[config.mk]
export PLATFORM = sky130hd
export DESIGN_NAME = conv_result_gate
export DESIGN_NICKNAME = d
export VERILOG_FILES = /design/src/rtl/cvg_pkg.sv /design/src/rtl/cvg_start_sync.sv /design/src/rtl/cvg_req_ctrl.sv /design/src/rtl/cvg_result_reg.sv /design/src/rtl/conv_result_gate.sv
export SDC_FILE = /design/constraint.sdc
export NUM_CORES = 1
export LEC_CHECK = 0
export BUFFER_PORTS_ARGS = -buffer_cell sky130_fd_sc_hd__buf_4
export CORE_MARGIN = 5
export CORE_UTILIZATION = 58
export CTS_CLUSTER_SIZE = 30
export DETAILED_ROUTE_END_ITERATION = 8
export PLACE_DENSITY = 0.84
export SETUP_SLACK_MARGIN = 0.15
export SLEW_MARGIN = 20
export SYNTH_ARGS = -nofsm -noshare
export SYNTH_HDL_FRONTEND = slang
export SYNTH_SLANG_ARGS = --single-unit
[constraint.sdc]
create_clock -name clk -period 3.6 [get_ports clk]
set_input_delay 0.9 -clock clk [delete_from_list [all_inputs] [get_ports clk]]
set_output_delay 0.9 -clock clk [all_outputs]
set_load 0.005 [all_outputs]
[src/rtl/cvg_pkg.sv]
package cvg_pkg;

    // Request latch phases
    typedef enum logic [1:0] {
        REQ_IDLE   = 2'd0,
        REQ_SETTLE = 2'd1,
        REQ_ARMED  = 2'd2
    } req_state_e;

endpackage

[src/rtl/cvg_start_sync.sv]
module cvg_start_sync #(
    parameter int STAGES = 2
) (
    input  logic clk,
    input  logic rst_n,
    input  logic start_i,
    output logic level_o,
    output logic rise_o
);

    typedef struct packed {
        logic [STAGES-1:0] chain;
        logic              prev;
    } sync_t;

    sync_t q, d;

    always_comb begin
        d       = q;
        d.chain = {q.chain[STAGES-2:0], start_i};
        d.prev  = q.chain[STAGES-1];
    end

    always_ff @(posedge clk or negedge rst_n) begin
        if (!rst_n) q <= '0;
        else        q <= d;
    end

    assign level_o = q.chain[STAGES-1];
    assign rise_o  = q.chain[STAGES-1] & ~q.prev;

endmodule

[src/rtl/cvg_req_ctrl.sv]
module cvg_req_ctrl
    import cvg_pkg::*;
#(
    parameter int SETTLE_CYCLES = 512,
    parameter int DONE_HOLD     = 128
) (
    input  logic clk,
    input  logic rst_n,
    input  logic level_i,
    input  logic rise_i,
    input  logic eoc_i,
    output logic xfer_o,
    output logic done_o,
    output logic pending_o
);

    localparam int AW = (SETTLE_CYCLES > 1) ? $clog2(SETTLE_CYCLES) : 1;
    localparam int HW = (DONE_HOLD > 1) ? $clog2(DONE_HOLD) : 1;
    localparam logic [AW-1:0] ARM_LOAD = AW'(SETTLE_CYCLES - 1);
    localparam logic [HW-1:0] HOLD_END = HW'(DONE_HOLD - 1);

    typedef struct packed {
        req_state_e    st;
        logic [AW-1:0] arm_cnt;
        logic [HW-1:0] hold_cnt;
        logic          done;
    } ctrl_t;

    ctrl_t q, d;
    logic  ready, rearm, holding, xfer;

    always_comb begin
        d       = q;
        xfer    = 1'b0;
        ready   = (q.st == REQ_ARMED) ||
                  ((q.st == REQ_SETTLE) && (q.arm_cnt == '0));
        holding = q.done && level_i && (q.st == REQ_IDLE);
        rearm   = holding && (q.hold_cnt == HOLD_END);

        // free-running hold timer
        if (holding) d.hold_cnt = q.hold_cnt + 1'b1;

        // settling window advances on its own
        if (q.st == REQ_SETTLE) begin
            if (q.arm_cnt == '0) d.st = REQ_ARMED;
            else                 d.arm_cnt = q.arm_cnt - 1'b1;
        end

        if (eoc_i && ready) begin
            xfer       = 1'b1;
            d.st       = REQ_IDLE;
            d.done     = 1'b1;
            d.hold_cnt = '0;
        end else if (rise_i || rearm) begin
            d.done     = 1'b0;
            d.hold_cnt = '0;
            if (q.st == REQ_IDLE) begin
                d.st      = REQ_SETTLE;
                d.arm_cnt = ARM_LOAD;
            end
        end
    end

    always_ff @(posedge clk or negedge rst_n) begin
        if (!rst_n) begin
            q.st       <= REQ_IDLE;
            q.arm_cnt  <= '0;
            q.hold_cnt <= '0;
            q.done     <= 1'b0;
        end else begin
            q <= d;
        end
    end

    assign xfer_o    = xfer;
    assign done_o    = q.done;
    assign pending_o = (q.st != REQ_IDLE);

endmodule

[src/rtl/cvg_result_reg.sv]
module cvg_result_reg #(
    parameter int DATA_W = 16
) (
    input  logic              clk,
    input  logic              rst_n,
    input  logic              load_i,
    input  logic [DATA_W-1:0] data_i,
    output logic [DATA_W-1:0] data_o
);

    logic [DATA_W-1:0] val_q, val_d;

    always_comb begin
        val_d = val_q;
        if (load_i) val_d = data_i;
    end

    always_ff @(posedge clk or negedge rst_n) begin
        if (!rst_n) val_q <= '0;
        else        val_q <= val_d;
    end

    assign data_o = val_q;

endmodule

[src/rtl/conv_result_gate.sv]
module conv_result_gate #(
    parameter int DATA_W        = 16,
    parameter int SYNC_STAGES   = 2,
    parameter int SETTLE_CYCLES = 512,
    parameter int DONE_HOLD     = 128
) (
    input  logic              clk,
    input  logic              rst_n,
    input  logic              start_i,
    input  logic              eoc_i,
    input  logic [DATA_W-1:0] result_i,
    output logic [DATA_W-1:0] disp_o,
    output logic              done_o
);

    logic lvl_w, rise_w, xfer_w, pend_w;

    cvg_start_sync #(.STAGES(SYNC_STAGES)) u_sync (
        .clk     (clk),
        .rst_n   (rst_n),
        .start_i (start_i),
        .level_o (lvl_w),
        .rise_o  (rise_w)
    );

    cvg_req_ctrl #(
        .SETTLE_CYCLES (SETTLE_CYCLES),
        .DONE_HOLD     (DONE_HOLD)
    ) u_ctrl (
        .clk       (clk),
        .rst_n     (rst_n),
        .level_i   (lvl_w),
        .rise_i    (rise_w),
        .eoc_i     (eoc_i),
        .xfer_o    (xfer_w),
        .done_o    (done_o),
        .pending_o (pend_w)
    );

    cvg_result_reg #(.DATA_W(DATA_W)) u_res (
        .clk    (clk),
        .rst_n  (rst_n),
        .load_i (xfer_w),
        .data_i (result_i),
        .data_o (disp_o)
    );

endmodule

==> key figures <==
Critical path
  – Buf/Inv on CP: 0
  – R2R Setup Slk: around 1.2 ns
  – Critical path's top delay family: simple AND/OR/NAND/NOR gates
  – CP Cell Sequence: or4_1 -> nor4_4 -> o21a_4 -> mux2_2
  – Crit. End Element: flop
  – Worst endpoint required time: about 3.8 ns
  – Crit Path Max Fanout: 21
  – Setup CP Type: flop to flop
  – CP startpoint kind: flop
  – Crit path DAT: roughly 2.6 ns
  – CP max stage delay: 0.72 ns
  – Slowest cell on crit path: or4_1

Die
  – Num ports: 37
  – Row count: 20
  – Die X: ~66 microns
  – Initial Util: between 50% and 60%
  – Die Area: ~0.0043 sq mm
  – Core ar.: approximately 0.0030 sq mm
  – Die Ht: 65.6 microns

Synthesis
  – Synthesized instance count: 140
  – Synth Net Count: 162
  – Synth unique cells: 41
  – Register area share after synthesis: 53.0%
  – Post-synth ARST share: 100%
  – Post-synthesis xor/xnor area fraction: ~4.4%
  – Post-synth EDFFs: 0
  – Compound-gate portion of the synthesized area: between 7 and 8%
  – Area share of fa/ha/maj cells after synthesis: ~1.4%
  – Top_reg_cell synth: dfrtp_1
  – Mapped cell area: around 0.0018 sq mm
  – Mean area per synthesized cell: between 10 and 15 sq um
  – Largest family of logic cells by synthesized area: simple AND/OR/NAND/NOR gates
  – #FFs+latches synth: 38
  – Post-Synth Simple-Gate Area: approximately 16%
  – YS warnings: 0
  – Post-synthesis mux area share: 13.7%

Layout
  – Share of cells above drive strength 1: 37.1%
  – Most frequent cells in the layout: dfrtp_1, buf_4, mux2_4
  – Final instance area: ~0.0021 sq mm
  – Non-Filler Instances: around 210
  – Final Net Count: 199
  – Post-layout util: a little over two thirds
  – FF/Latch Area: ~950 sq um
  – Filler Cells Inserted: 211
  – Layout area overhead: 17.6%
  – N_diodes: 0
  – Area of the multi-input gates: 766 sq um
  – Commonest non-fill, non-tap cell in the layout: dfrtp_1

Clock network
  – Clock buffer count from CTS: 5
  – Clock transition at path regs: 0.10 ns
  – CTS tree: done
  – Setup bufs post-CTS: 0
  – Clk_lat worst skew: between 0.3 and 0.4 ns
  – Clock tree root driver cell: clkbuf_4
  – Hold_buf cts: 0
  – Clock tree sinks: 38
  – Post-cts sizing count: 0
  – CTS max path bufs: 2
  – H-tree levels: 2

Power
  – Total power: approximately 1.5 mW
  – Pwr Density: 705 mW/mm^2
  – Peak VDD IR: just over 0.4 mV
  – Leak: approximately 0.96 nW

Timing
  – Crit share post-route: 66.0%
  – Relative slew slack: 57.3%
  – Endpoints failing hold: 0
  – Worst-margin pin slew: around 0.64 ns
  – Post-layout min period: roughly 2.4 ns
  – Sum Neg Setup Slack: 0 ns
  – Final hold slack: 0.371 ns
  – Setup ws final: between 1 and 1.5 ns
  – Unrepaired setup endpoints after global routing: no
  – Clk_skew: 0.00458 ns
  – Final Max Slew Viols: 0
  – Peak Freq: 421 MHz
  – Final setup violation count: 0

Outcome
  – Run status: finished clean

Placed design
  – IO buf count: 36
  – Routability cong.: approximately 0.8
  – Setup WS pre-CTS: around 1.2 ns
  – DP Area: just over 0.002 sq mm
  – Cells after DPL: between 200 and 250
  – HPWL Detailed: 2540 microns

Routing
  – Vias: 1209
  – DR pass1 iterations: 4
  – Post-route ant nets: 0
  – DR iter-0 viols: between 80 and 90
  – WL/cell: around 16 microns
  – Vias per std cell: ~5.7
  – Drc violations: 0
  – Post-Route WL: around 3400 microns

Global routing
  – Grt total ovfl: 0
  – Initial antenna violation count: 0
  – First-pass GRT wire length: about 5900 microns
  – Vias in the first global route: approximately 1.3k
  – GRT Overall Usage: about 18%
  – Largest net degree at the start of global routing: 39

Job
  – Max-cap viol count: 0

Hold path
  – Hold crit path type: flop to flop
## path summary, 6_finish.rpt
kind / start / endpoint / cells after the start
worst max-delay path: u_ctrl.q[13] / u_res.data_o[0] / 4
worst min register to register: u_sync.d[2] / u_sync.level_o / 0
worst max register to register: u_ctrl.q[13] / u_res.data_o[0] / 4
worst min-delay path: u_sync.d[2] / u_sync.level_o / 0
min in group asynchronous: rst_n / u_ctrl.q[5] / 1
max in group asynchronous: rst_n / u_ctrl.q[9] / 1
## registers in the layout (all words and copies together) (netlist names)
name	cells
u_ctrl.done_o	1
u_ctrl.q	18
u_res.data_o	16
u_sync.d	1
u_sync.level_o	1
u_sync.q	1
## kinds of logic (layout without fill, tap and decap cells)
group / Yosys count / after routing
AO/OA/AOI/OAI: 18 / 18
AND/OR/NAND/NOR: 45 / 45
XOR/XNOR: 9 / 9
buffers and inverters: 11 / 49
adder cells (fa/ha/maj): 2 / 2
multiplexers: 17 / 17
flip-flops: 38 / 38
## per-layer routing
layer  part of all wire [%]  wire (microns)  up-vias  track usage, %
met5                      0               0        -               0
met3                    7.8             264        9            7.86
li1                       -               -      574               -
met2                     49            1670       38            28.9
met1                     41            1370      588            21.7
met4                    2.2              73        0            6.99
## final cells by class
class / instances / area share, %
inverters: 4 / 0.711
flip-flops and latches: 38 / 45.1
clock buffers: 7 / 2.61
well taps: 33 / 1.96
clock inverters: 1 / 0.237
multi-input cells: 91 / 36.3
repair buffers: 37 / 13.2
## power by group
part           switching, mW  internal (mW)
sequential             0.141          0.582
combinational          0.202          0.348
clock                  0.123         0.0947
total                  0.465           1.02
## cell usage after synthesis (2+ instances only)
library cell,instances,area share [%]
dfrtp_1,38,53
mux2_4,15,13
nand2_1,11,2.3
nor3_1,6,1.7
xnor2_1,6,2.9
o21ai_0,5,1.4
inv_1,4,0.84
nand3_1,4,1.1
o211ai_1,4,1.7
and3_1,3,1.0
clkbuf_1,3,0.63
o31ai_1,3,1.3
xor2_1,3,1.5
ha_1,2,1.4
nand2b_1,2,0.70
nor2_1,2,0.42
nor2b_1,2,0.70
o311ai_0,2,0.98
or3_1,2,0.70
or4_1,2,0.84
(Power assumes the default switching activity.)
